<file path="src/rtl/alu8_pkg.sv">
package alu8_pkg;

  typedef enum logic [4:0] {
    OP_ADD    = 5'd0,
    OP_ADC    = 5'd1,
    OP_SUB    = 5'd2,
    OP_SBC    = 5'd3,
    OP_CP     = 5'd4,
    OP_CPC    = 5'd5,
    OP_NEG    = 5'd6,
    OP_AND    = 5'd7,
    OP_OR     = 5'd8,
    OP_XOR    = 5'd9,
    OP_INC    = 5'd10,
    OP_DEC    = 5'd11,
    OP_COM    = 5'd12,
    OP_LSL    = 5'd13,
    OP_LSR    = 5'd14,
    OP_ROL    = 5'd15,
    OP_ROR    = 5'd16,
    OP_ASR    = 5'd17,
    OP_SWAP   = 5'd18,
    OP_FSET   = 5'd19,
    OP_FCLR   = 5'd20,
    OP_TSTORE = 5'd21,
    OP_TLOAD  = 5'd22
  } alu_op_e;

  // status bit positions
  localparam int FL_C = 0;
  localparam int FL_Z = 1;
  localparam int FL_N = 2;
  localparam int FL_V = 3;
  localparam int FL_S = 4;
  localparam int FL_H = 5;
  localparam int FL_T = 6;
  localparam int FL_I = 7;
  localparam int STATUS_W = 8;

endpackage

</file>
<file path="src/rtl/alu8_addsub.sv">
// Shared adder/subtractor with carry/borrow, nibble carry and overflow.
module alu8_addsub #(
  parameter int DW = 8
) (
  input  logic [DW-1:0] a,
  input  logic [DW-1:0] b,
  input  logic          cin,
  input  logic          sub,
  output logic [DW-1:0] sum,
  output logic          cout,
  output logic          hcarry,
  output logic          ovf
);
  localparam int NIB = 4;

  logic [DW:0]  wide;
  logic [NIB:0] nib;

  always_comb begin
    if (sub) begin
      wide = {1'b0, a} - {1'b0, b} - {{DW{1'b0}}, cin};
      nib  = {1'b0, a[NIB-1:0]} - {1'b0, b[NIB-1:0]} - {{NIB{1'b0}}, cin};
    end else begin
      wide = {1'b0, a} + {1'b0, b} + {{DW{1'b0}}, cin};
      nib  = {1'b0, a[NIB-1:0]} + {1'b0, b[NIB-1:0]} + {{NIB{1'b0}}, cin};
    end
  end

  assign sum    = wide[DW-1:0];
  assign cout   = wide[DW];
  assign hcarry = nib[NIB];
  assign ovf    = sub ? ((a[DW-1] != b[DW-1]) && (sum[DW-1] != a[DW-1]))
                      : ((a[DW-1] == b[DW-1]) && (sum[DW-1] != a[DW-1]));
endmodule

</file>
<file path="src/rtl/alu8_unary.sv">
// Logic ops, increment/decrement, complement, shifts, swap and bit load.
module alu8_unary
  import alu8_pkg::*;
#(
  parameter int DW    = 8,
  parameter int SEL_W = 3
) (
  input  alu_op_e          op,
  input  logic [DW-1:0]    a,
  input  logic [DW-1:0]    b,
  input  logic             cin,
  input  logic             tbit,
  input  logic [SEL_W-1:0] sel,
  output logic [DW-1:0]    res,
  output logic             cout,
  output logic             vout
);
  localparam int HALF = DW / 2;
  localparam logic [DW-1:0] MIN_NEG = {1'b1, {(DW-1){1'b0}}};
  localparam logic [DW-1:0] MAX_POS = {1'b0, {(DW-1){1'b1}}};

  logic [DW-1:0] swapped;
  logic [DW-1:0] loaded;

  // nibble swap for even widths, half rotate otherwise
  generate
    if ((DW % 2) == 0) begin : g_even
      assign swapped = {a[HALF-1:0], a[DW-1:HALF]};
    end else begin : g_odd
      assign swapped = {a[HALF:0], a[DW-1:HALF+1]};
    end
  endgenerate

  always_comb begin
    loaded = a;
    loaded[sel] = tbit;
  end

  always_comb begin
    res  = a;
    cout = cin;
    vout = 1'b0;
    unique case (op)
      OP_AND:   res = a & b;
      OP_OR:    res = a | b;
      OP_XOR:   res = a ^ b;
      OP_INC: begin
        res  = a + 1'b1;
        vout = (res == MIN_NEG);
      end
      OP_DEC: begin
        res  = a - 1'b1;
        vout = (res == MAX_POS);
      end
      OP_COM: begin
        res  = ~a;
        cout = 1'b1;
      end
      OP_LSL: begin
        res  = {a[DW-2:0], 1'b0};
        cout = a[DW-1];
      end
      OP_ROL: begin
        res  = {a[DW-2:0], cin};
        cout = a[DW-1];
      end
      OP_LSR: begin
        res  = {1'b0, a[DW-1:1]};
        cout = a[0];
      end
      OP_ROR: begin
        res  = {cin, a[DW-1:1]};
        cout = a[0];
      end
      OP_ASR: begin
        res  = {a[DW-1], a[DW-1:1]};
        cout = a[0];
      end
      OP_SWAP:  res = swapped;
      OP_TLOAD: res = loaded;
      default:  res = a;
    endcase
    if (op inside {OP_LSL, OP_ROL, OP_LSR, OP_ROR, OP_ASR}) begin
      vout = res[DW-1] ^ cout;
    end
  end
endmodule

</file>
<file path="src/rtl/alu8_flag_next.sv">
// Chooses the result and builds the next status byte per operation.
module alu8_flag_next
  import alu8_pkg::*;
#(
  parameter int DW    = 8,
  parameter int SEL_W = 3
) (
  input  alu_op_e                op,
  input  logic [DW-1:0]          a,
  input  logic [SEL_W-1:0]       sel,
  input  logic [STATUS_W-1:0]    st,
  input  logic [DW-1:0]          ar_res,
  input  logic                   ar_c,
  input  logic                   ar_h,
  input  logic                   ar_v,
  input  logic [DW-1:0]          un_res,
  input  logic                   un_c,
  input  logic                   un_v,
  output logic [DW-1:0]          result,
  output logic                   wb,
  output logic                   nzv_upd,
  output logic [STATUS_W-1:0]    st_next
);
  localparam int FIDX_W = $clog2(STATUS_W);

  logic [FIDX_W-1:0] fidx;
  logic              z_chain;

  assign fidx = sel[FIDX_W-1:0];

  always_comb begin
    st_next = st;
    result  = a;
    wb      = 1'b1;
    nzv_upd = 1'b0;
    z_chain = 1'b0;
    unique case (op)
      OP_ADD, OP_ADC, OP_SUB, OP_SBC, OP_CP, OP_CPC, OP_NEG: begin
        result        = ar_res;
        st_next[FL_C] = ar_c;
        st_next[FL_H] = ar_h;
        st_next[FL_V] = ar_v;
        nzv_upd       = 1'b1;
        z_chain       = (op == OP_SBC) || (op == OP_CPC);
        wb            = !((op == OP_CP) || (op == OP_CPC));
      end
      OP_AND, OP_OR, OP_XOR, OP_INC, OP_DEC: begin
        result        = un_res;
        st_next[FL_V] = un_v;
        nzv_upd       = 1'b1;
      end
      OP_COM, OP_LSL, OP_LSR, OP_ROL, OP_ROR, OP_ASR: begin
        result        = un_res;
        st_next[FL_C] = un_c;
        st_next[FL_V] = un_v;
        nzv_upd       = 1'b1;
      end
      OP_SWAP, OP_TLOAD: result = un_res;
      OP_FSET: begin
        st_next[fidx] = 1'b1;
        wb            = 1'b0;
      end
      OP_FCLR: begin
        st_next[fidx] = 1'b0;
        wb            = 1'b0;
      end
      OP_TSTORE: begin
        st_next[FL_T] = a[sel];
        wb            = 1'b0;
      end
      default: wb = 1'b0;
    endcase
    if (nzv_upd) begin
      st_next[FL_N] = result[DW-1];
      st_next[FL_Z] = z_chain ? ((result == '0) && st[FL_Z]) : (result == '0);
      st_next[FL_S] = st_next[FL_N] ^ st_next[FL_V];
    end
  end
endmodule

</file>
<file path="src/rtl/alu8_status.sv">
// Top: handshake, operand select, result and status registers.
module alu8_status
  import alu8_pkg::*;
#(
  parameter int DW    = 8,
  parameter int SEL_W = 3
) (
  input  logic                clk,
  input  logic                rst_n,
  input  logic                op_valid,
  output logic                op_ready,
  input  logic [4:0]          op_code,
  input  logic [DW-1:0]       opnd_a,
  input  logic [DW-1:0]       opnd_b,
  input  logic [DW-1:0]       imm,
  input  logic                use_imm,
  input  logic [SEL_W-1:0]    sel,
  output logic                res_valid,
  input  logic                res_ready,
  output logic [DW-1:0]       res_data,
  output logic                res_wb,
  output logic [STATUS_W-1:0] status
);
  alu_op_e             op;
  logic [DW-1:0]       b_sel;
  logic [DW-1:0]       ar_a, ar_b, ar_res, un_res, nx_res;
  logic                ar_cin, ar_sub, ar_c, ar_h, ar_v, un_c, un_v;
  logic                nx_wb, nzv_upd, accept;
  logic [STATUS_W-1:0] st_next;

  assign op       = alu_op_e'(op_code);
  assign b_sel    = use_imm ? imm : opnd_b;
  assign op_ready = !res_valid || res_ready;
  assign accept   = op_valid && op_ready;

  // adder operand steering: NEG computes 0 - A
  always_comb begin
    ar_a   = opnd_a;
    ar_b   = b_sel;
    ar_sub = op inside {OP_SUB, OP_SBC, OP_CP, OP_CPC, OP_NEG};
    ar_cin = (op inside {OP_ADC, OP_SBC, OP_CPC}) ? status[FL_C] : 1'b0;
    if (op == OP_NEG) begin
      ar_a = '0;
      ar_b = opnd_a;
    end
  end

  alu8_addsub #(.DW(DW)) u_addsub (
    .a(ar_a), .b(ar_b), .cin(ar_cin), .sub(ar_sub),
    .sum(ar_res), .cout(ar_c), .hcarry(ar_h), .ovf(ar_v)
  );

  alu8_unary #(.DW(DW), .SEL_W(SEL_W)) u_unary (
    .op(op), .a(opnd_a), .b(b_sel), .cin(status[FL_C]), .tbit(status[FL_T]),
    .sel(sel), .res(un_res), .cout(un_c), .vout(un_v)
  );

  alu8_flag_next #(.DW(DW), .SEL_W(SEL_W)) u_flags (
    .op(op), .a(opnd_a), .sel(sel), .st(status),
    .ar_res(ar_res), .ar_c(ar_c), .ar_h(ar_h), .ar_v(ar_v),
    .un_res(un_res), .un_c(un_c), .un_v(un_v),
    .result(nx_res), .wb(nx_wb), .nzv_upd(nzv_upd), .st_next(st_next)
  );

  always_ff @(posedge clk) begin
    if (!rst_n) begin
      res_valid <= 1'b0;
      res_data  <= '0;
      res_wb    <= 1'b0;
      status    <= '0;
    end else if (accept) begin
      res_valid <= 1'b1;
      res_data  <= nx_res;
      res_wb    <= nx_wb;
      status    <= st_next;
    end else if (res_ready) begin
      res_valid <= 1'b0;
    end
  end

  // held output under back-pressure
  assert_hold_R2: assert property (@(posedge clk) disable iff (!rst_n)
    (res_valid && !res_ready) |=> (res_valid && $stable(res_data) && $stable(res_wb)));

  // status moves only when a request is taken
  assert_status_quiet_R2: assert property (@(posedge clk) disable iff (!rst_n)
    !accept |=> $stable(status));

  // S tracks N xor V after any N/V update
  assert_sign_R10: assert property (@(posedge clk) disable iff (!rst_n)
    (accept && nzv_upd) |=> (status[FL_S] == (status[FL_N] ^ status[FL_V])));

  // compares never request write-back
  assert_cmp_nowb_R6: assert property (@(posedge clk) disable iff (!rst_n)
    (accept && (op inside {OP_CP, OP_CPC})) |=> !res_wb);

  // chained Z can only stay set or clear
  assert_zchain_R5: assert property (@(posedge clk) disable iff (!rst_n)
    (accept && (op inside {OP_SBC, OP_CPC}) && !status[FL_Z]) |=> !status[FL_Z]);

  // swap leaves every flag alone
  assert_swap_R11: assert property (@(posedge clk) disable iff (!rst_n)
    (accept && (op == OP_SWAP)) |=> (status == $past(status)));

  // complement forces C and clears V
  assert_com_R8: assert property (@(posedge clk) disable iff (!rst_n)
    (accept && (op == OP_COM)) |=> (status[FL_C] && !status[FL_V]));

  // only flag set/clear may touch I
  assert_ibit_R12: assert property (@(posedge clk) disable iff (!rst_n)
    (accept && !(op inside {OP_FSET, OP_FCLR})) |=> (status[FL_I] == $past(status[FL_I])));
endmodule

</file>
<file path="config.mk">
export PLATFORM = sky130hd
export DESIGN_NAME = alu8_status
export DESIGN_NICKNAME = d
export VERILOG_FILES = /design/src/rtl/alu8_pkg.sv /design/src/rtl/alu8_addsub.sv /design/src/rtl/alu8_unary.sv /design/src/rtl/alu8_flag_next.sv /design/src/rtl/alu8_status.sv
export SDC_FILE = /design/constraint.sdc
export NUM_CORES = 1
export LEC_CHECK = 0
export ABC_AREA = 0
export BUFFER_PORTS_ARGS = -buffer_cell sky130_fd_sc_hd__buf_2
export CAP_MARGIN = 30
export CORE_AREA = 3 3 95 97
export DETAILED_ROUTE_END_ITERATION = 16
export DIE_AREA = 0 0 98 100
export GPL_TIMING_DRIVEN = 1
export PLACE_DENSITY = 0.68
export SETUP_SLACK_MARGIN = 0.2
export SLEW_MARGIN = 5
export SYNTH_ARGS = -nofsm -noshare
export SYNTH_HDL_FRONTEND = slang
export SYNTH_SLANG_ARGS = --single-unit
</file>
<file path="constraint.sdc">
create_clock -name clk -period 4.9 [get_ports clk]
set_input_delay 0.49 -clock clk [delete_from_list [all_inputs] [get_ports clk]]
set_output_delay 0.49 -clock clk [all_outputs]
set_load 0.005 [all_outputs]
</file>
==> run metrics, run 1 <==
Yosys cell types=77; overall routing resource usage=0.2803; hold path depth=2; Die X-Extent=98 microns; final slew viol count=0; Antenna Nets Post-Route=0; pwr/cell area=169.6 mW/mm^2; arrival time worst endpoint=about 4.4 ns; met1 Use GR=0.3834; first-pass detailed-route iteration total=6; maximum clock frequency=0.2405 GHz; Final Hold Viols=0; DIE AREA=around 0.0098 sq mm; Reg area=360.3 sq um; Min-Delay Startpoint=res_wb; Net Count, Synth=638; Max Cap Violations=0; mean post-synth cell area=7.108 sq um; Vias=4,464; synthesized instance count=558; CP max FO=20; leakage=approximately 1.9 nW; CTS sink cnt=18; CP Launch Type=input port; die height=roughly 100 microns; placed cell count=681; Critical R2R Launch=status[0]; WS Path Type=in2reg; Synthesis Warnings=0; FF-to-FF setup slack=1.50 ns; largest net degree at the start of global routing=26; grt met3 use=0.05212; peak supply drop=0.09583 mV; Slew headroom=0.4855; Iteration-0 DRC Markers=457; post-layout minimum cycle time=4.158 ns; Final period util=0.8486; Global Route met2 Usage=0.4565; Starting Density=0.4827; hold path endpoint=res_wb; Yosys reg bits=18; Core Region=0.008217 sq mm; HP Class=reg2reg; initial antenna violation count=0; antenna cell count=0; GP Congestion=1.010; # IOs=56; H-tree level count=1; Nets=661; Residual DRC=0; Routed wire per std cell=roughly 21 microns; grt peak-use layer=met2; slew of the pin with the lowest slew margin=0.7718 ns; number of vias per cell=between 6 and 7; postcts setup bufs=0; Worst setup EP type=flip-flop; CTS resizes=0; Num CTS Buffers=3; fraction of layout cells with a size suffix above 1=0.1603; Clock transition at path regs=0.07 ns; hold_buf cts=0; RSZ-0062 raised after global routing=false; Port-buffer cells=between 50 and 60; row cnt=33; number of global-route vias before repair=4,137; DP HPWL=10.73 mm; setup TNS=0 ns; root buf cell=clkbuf_8; worst skew pair latency=0.26 ns; Final Instance Count excl. Fillers=between 600 and 700; commonest register cell after synthesis=dfxtp_1; drt total wl=14.25 mm; filler cell count=approximately 850; Layout Skew=0.005997 ns; Reg2Reg Depth=10; clock buffer depth=2; first-pass GRT wire length=about 22 mm; Post-synth ARST share=0; CTS tree=done; mapped cell area=0.003966 sq mm; multi-input logic area=approximately 0.0032 sq mm; status=completed; Critical Path RT=5.09 ns; Seq/Total Area, Yosys=0.09085; global route overflow=0; endpoints failing setup=0; Post-synth EDFFs=0; Area Growth Syn to Fin=7.035%
[logic make-up (layout without fill, tap and decap cells)]
| family | after synthesis | count (layout) | synth area share |
|---|---|---|---|
| AND/OR/NAND/NOR | 199 | 199 | 0.2640 |
| AO/OA/AOI/OAI | 180 | 180 | 0.3243 |
| buffers and inverters | 84 | 106 | 0.09748 |
| adder cells (fa/ha/maj) | 43 | 43 | 0.1432 |
| XOR/XNOR | 18 | 18 | 0.03975 |
| flip-flops | 18 | 18 | 0.09085 |
| multiplexers | 16 | 16 | 0.04038 |
[worst max-delay path by stage]
stage	start	endpoint	depth (start not counted)
CTS	op_code[3]	flip-flop	15
finish	op_code[3]	flip-flop	15
floorplan	op_code[1]	flip-flop	17
global route	op_code[3]	flip-flop	15
detailed placement	op_code[3]	flip-flop	15
global placement	op_code[3]	flip-flop	15
[where the power goes]
| group | total [mW] | switching, mW | internal (mW) |
|---|---|---|---|
| sequential | 0.166 | 0.00805 | 0.158 |
| combinational | 0.429 | 0.263 | 0.166 |
| clock | 0.125 | 0.0533 | 0.0716 |
| total | 0.720 | 0.325 | 0.395 |
[layer usage]
metal / wire length (microns) / vias up
li1: - / 2088
met1: 5999 / 2092
met2: 6378 / 246
met3: 1471 / 38
met4: 396 / 0
met5: 0 / -
[area by class of cell]
cell class | instances | share of cell area
Sequential cell | 18 | 0.08488
Tap cell | 105 | 0.03095
Multi-Input combinational cell | 456 | 0.7583
Inverter | 39 | 0.03448
Timing Repair Buffer | 63 | 0.07840
Clock buffer | 4 | 0.01297
[synth_stat cells (10+ instances only)]
cell       n  area, sq um
nand3_1   23        115.1
mux2i_1   16        160.2
a21oi_1   44        220.2
nor3_1    15        75.07
nand2_1   47        176.4
nor2_1    42        157.7
xnor2_1   10        87.58
inv_1     38        142.6
ha_1      39        488.0
clkbuf_1  24        90.09
dfxtp_1   18        360.4
o21ai_0   33        165.2
[critical path, cell delays in order]
cell     delay [ns]
buf_2          0.12
nor3b_4        0.44
nand2_1        0.49
nor2_1         0.21
a21oi_1        0.08
ha_1           0.42
ha_1           0.40
a21oi_1        0.17
nand2_1        0.09
o41ai_2        0.31
xor2_1         0.26
nor2_1         0.09
or3_1          0.38
a31o_1         0.20
a41oi_2        0.18
[through the flow]
stage | instance area (sq um) | worst slack (ns) | util | power [mW] | hold WS [ns]
2_1_floorplan | 3966 | 0.9164 | - | 0.4741 | 0.4574
3_3_place_gp | 4185 | 0.6304 | 0.5094 | 0.5828 | 0.4482
3_5_place_dp | 4190 | 0.5178 | 0.5100 | 0.5885 | 0.4567
4_1_cts | 4245 | 0.7751 | 0.5167 | 0.7127 | 0.4661
5_1_grt | 4245 | 0.4364 | 0.5167 | 0.7683 | 0.4804
6_report | 4245 | 0.7420 | 0.5167 | 0.7201 | 0.4582
[placed cells by master, fill, tap and decap left out, types with 16 or more instances in the layout]
cell / netlist / layout
nor2_1: 42 / 42
nand3_1: 23 / 23
mux2i_1: 16 / 16
o21ai_0: 33 / 33
dfxtp_1: 18 / 18
buf_2: 9 / 56
inv_1: 38 / 38
nand2_1: 47 / 47
a21oi_1: 44 / 44
ha_1: 39 / 39
Power figures use the tool's default switching activity.
==> run 2: changes to the inputs <==
--- a/config.mk
+++ b/config.mk
@@ -5,14 +5,14 @@
 export SDC_FILE = /design/constraint.sdc
 export NUM_CORES = 1
 export LEC_CHECK = 0
-export ABC_AREA = 0
+export ABC_AREA = 1
 export BUFFER_PORTS_ARGS = -buffer_cell sky130_fd_sc_hd__buf_2
 export CAP_MARGIN = 30
-export CORE_AREA = 3 3 95 97
+export CORE_AREA = 3 3 93 95
 export DETAILED_ROUTE_END_ITERATION = 16
-export DIE_AREA = 0 0 98 100
+export DIE_AREA = 0 0 96 98
 export GPL_TIMING_DRIVEN = 1
-export PLACE_DENSITY = 0.68
+export PLACE_DENSITY = 0.67
 export SETUP_SLACK_MARGIN = 0.2
 export SLEW_MARGIN = 5
 export SYNTH_ARGS = -nofsm -noshare
==> constraint.sdc (replaced) <==
create_clock -name clk -period 4.08 [get_ports clk]
set_input_delay 0.408 -clock clk [delete_from_list [all_inputs] [get_ports clk]]
set_output_delay 0.408 -clock clk [all_outputs]
set_load 0.005 [all_outputs]
==> run metrics, run 2 <==
status=completed (unchanged); post-layout minimum cycle time=approximately 3.5 ns; drt total wl=12.93 mm (was 14.25 mm); worst skew pair latency=0.26 ns (about the same); crit-path max cell delay=0.47 ns (was 0.49 ns); HP Class=in2reg (was reg2reg); dominant cell type by area after synthesis=ha_1 (unchanged); Int Power=0.4425 mW (was 0.3955 mW); Area Growth Syn to Fin=10.80% (was 7.035%); crit path max-delay cell type=o21ai_0 (was nand2_1); share of power burned in registers=0.242 (was 0.230); Switching Fraction=0.4630 (was 0.4508); pwr/cell area=200.0 mW/mm^2 (was 169.6 mW/mm^2); Starting Density=0.4763 (was 0.4827); antenna cell count=0 (unchanged); top post-synthesis cells by area=ha_1 13%, nand2_1 12%, inv_1 10% (was ha_1 12%, dfxtp_1 9.1%, a21oi_1 5.6%); die height=98 microns (was 100 microns); H-tree level count=1 (unchanged); Max Cap Violations=0 (unchanged); mux contribution to synthesized area=0 (was 0.04038); RSZ-0062 raised after global routing=false (unchanged); Routed wire per std cell=16.37 microns (was 20.80 microns); Yosys reg bits=18 (unchanged); slew of the pin with the lowest slew margin=0.7795 ns (was 0.7718 ns); Slew headroom=0.4760 (was 0.4855); commonest register cell after synthesis=dfxtp_1 (unchanged); Post-Synth XOR/XNOR Area=0.03062 (was 0.03975); clock buffer depth=2 (unchanged); Synth top area share=0.1312 (was 0.1230); Final Instance Count excl. Fillers=790 (was 685); Final Hold Viols=0 (unchanged); CP Launch Type=input port (unchanged); Seq/Total Area, Yosys=0.09690 (was 0.09085); Num CTS Buffers=3 (unchanged); Die X-Extent=96 microns (was 98 microns); row cnt=32 (was 33); Worst setup EP type=flip-flop (unchanged); Reg area=360.3 sq um (unchanged); first-pass detailed-route iteration total=5 (was 6); most frequent cells in the layout=120 x nand2_1, 101 x inv_1, 66 x nor2_1 (was 56 x buf_2, 47 x nand2_1, 44 x a21oi_1); Net Count, Synth=722 (was 638); Layout Skew=0.003558 ns (was 0.005997 ns); Port-buffer cells=55 (unchanged); Compound-Gate Fraction of Synth Area=0.2187 (was 0.3243); Critical R2R Launch=status[0] (unchanged); initial antenna violation count=0 (unchanged); Critical Path RT=4.27 ns (was 5.09 ns); Post-synth top cells=121 x nand2_1, 101 x inv_1, 66 x nor2_1 (was 47 x nand2_1, 44 x a21oi_1, 42 x nor2_1); # IOs=56 (unchanged); sw power=0.3815 mW (was 0.3246 mW); post-synthesis adder-cell area fraction=0.1528 (was 0.1432); largest family of logic cells by synthesized area=simple AND/OR/NAND/NOR gates (was compound AO/OA/AOI/OAI gates); placed instance area=0.004063 sq mm (was 0.004190 sq mm); CP most frequent cell=nand2_1; Post-Synth Simple-Gate Area=0.3496 (was 0.2640); Vias=4,452 (was 4,464); clock power share=0.179 (was 0.173); Post-synth ARST share=0 (unchanged); Core Region=0.007807 sq mm (was 0.008217 sq mm); Residual DRC=0 (unchanged); CP max FO=19 (was 20); Min-Delay Startpoint=res_ready (was res_wb); filler cell count=846 (was 853); setup TNS=0 ns (unchanged); Final period util=0.8487; endpoints failing setup=0 (unchanged); Post-synth EDFFs=0 (unchanged); most frequent cell after synthesis=nand2_1 (unchanged); Core Util, Final=0.5277 (was 0.5167); Comb pwr share=0.579 (was 0.596); DIE AREA=0.009408 sq mm (was 0.009800 sq mm); Synthesis Warnings=0 (unchanged); most common cell after layout, fill and taps aside=nand2_1 (was buf_2); placed cell count=786 (was 681); number of global-route vias before repair=4,015 (was 4,137); final slew viol count=0 (unchanged); Nets=769 (was 661); Yosys cell types=48 (was 77); arrival time worst endpoint=3.65 ns (was 4.35 ns); CP Launch Point=op_code[1] (was op_code[3]); maximum clock frequency=0.2888 GHz; fraction of layout cells with a size suffix above 1=0.1497 (was 0.1603); overall routing resource usage=0.2676 (was 0.2803); CTS sink cnt=18 (unchanged); Iteration-0 DRC Markers=416 (was 457); number of vias per cell=5.635 (was 6.517); Finished Cell Area=0.004120 sq mm (was 0.004245 sq mm); multi-input logic area=0.002798 sq mm (was 0.003219 sq mm); root buf cell=clkbuf_8 (unchanged); mean post-synth cell area=5.792 sq um (was 7.108 sq um); Antenna Nets Post-Route=0 (unchanged); leakage=2.195 nW (was 1.910 nW); first-pass GRT wire length=20.15 mm (was 22.25 mm); CTS tree=done (unchanged); mapped cell area=0.003719 sq mm (was 0.003966 sq mm); global route overflow=0 (unchanged); critical path, cell by cell=buf_2 -> inv_2 -> nor2_2 -> nand2_2 -> o21ai_0 -> inv_1 -> fa_1 -> o21ai_0 -> nand2_1 -> nand2_1 -> nand2_1 -> nand2_1 -> nand2_1 -> nand2_1 -> nand2_1 -> a21oi_1 -> nand2b_1 -> nand3_1 -> a21oi_1 -> nor3_1 -> a21oi_1 (was buf_2 -> nor3b_4 -> nand2_1 -> nor2_1 -> a21oi_1 -> ha_1 -> ha_1 -> a21oi_1 -> nand2_1 -> o41ai_2 -> xor2_1 -> nor2_1 -> or3_1 -> a31o_1 -> a41oi_2); GP Congestion=1.007 (was 1.010); DP HPWL=10.38 mm (was 10.73 mm); peak supply drop=0.09574 mV (was 0.09583 mV); synthesized instance count=642 (was 558); largest net degree at the start of global routing=22 (was 26); Clock transition at path regs=0.07 ns (about the same); WS Path Type=in2reg (unchanged)
run 2: cell types whose count changed after synthesis, sizes merged, moves of 7 or more:
cell,change
and2,-9
buf,-7
clkbuf,-17
inv,+73
mux2i,-16
nand2,+77
nand3,+29
nor2,+31
nor3b,-8
o21ai,+19
o22ai,+7
xnor2,-7
run 2: kinds of logic after synthesis:
group           Yosys count
simple gates            289
compound gates          140
buf+inv                 139
fa+ha+maj                43
flops                    18
xor+xnor                 13
run 2: critical path, delay by kind of cell:
| family | cells | cell delay (ns) |
|---|---|---|
| and+or+nand+nor | 12 | 1.29 |
| adders and majority gates | 1 | 0.46 |
| AOI/OAI and AO/OA | 5 | 1.07 |
| buffers and inverters | 3 | 0.40 |
run 2: per-stage QoR:
step	setup WS [ns]	total power, mW	hold slack (ns)
6_report	0.6173	0.8240	0.4439
5_1_grt	0.2112	0.8935	0.4727
4_1_cts	0.3897	0.8172	0.4465
3_5_place_dp	0.1353	0.6687	0.4910
3_3_place_gp	0.2569	0.6625	0.4792
2_1_floorplan	0.8287	0.5322	0.4906
run 2: per-layer routing:
layer | GRT usage | part of all wire | vias to the layer above
li1 | - | - | 2198
met1 | 0.3797 | 0.43 | 1968
met2 | 0.4365 | 0.45 | 246
met3 | 0.01541 | 0.084 | 40
met4 | 0.06783 | 0.027 | 0
met5 | 0 | 0 | -
run 2: path summary, 6_finish.rpt:
kind / to / slack [ns] / cells after the start
setup / recovery: status[0] / 0.62 / 21
setup reg to reg: status[0] / 1.18 / 19
hold reg to reg: res_data[7] / 0.51 / 2
hold / removal: res_valid / 0.44 / 4
run 2: repair_timing:
item | in CTS | in global routing
hold endpoints to repair | 0 | 0
hold buffers | 0 | 0
resized for setup | 0 | 3
endpoints found under the setup margin | 0 | 5
buffers inserted | 0 | 0
run 2: cell type report:
cell class / instances / area share
Timing Repair Buffer: 63 / 0.08138
Multi-Input combinational cell: 485 / 0.6790
Tap cell: 102 / 0.03097
Clock buffer: 4 / 0.01336
Sequential cell: 18 / 0.08746
Inverter: 118 / 0.1078
run 2: power by group through the flow:
stage | clock network [mW] | registers, mW | logic (mW)
after floorplan | 0 | 0.202 | 0.330
after global placement | 0 | 0.202 | 0.460
after detailed placement | 0 | 0.203 | 0.466
after CTS | 0.150 | 0.199 | 0.468
after global routing | 0.158 | 0.201 | 0.535
final | 0.148 | 0.199 | 0.477
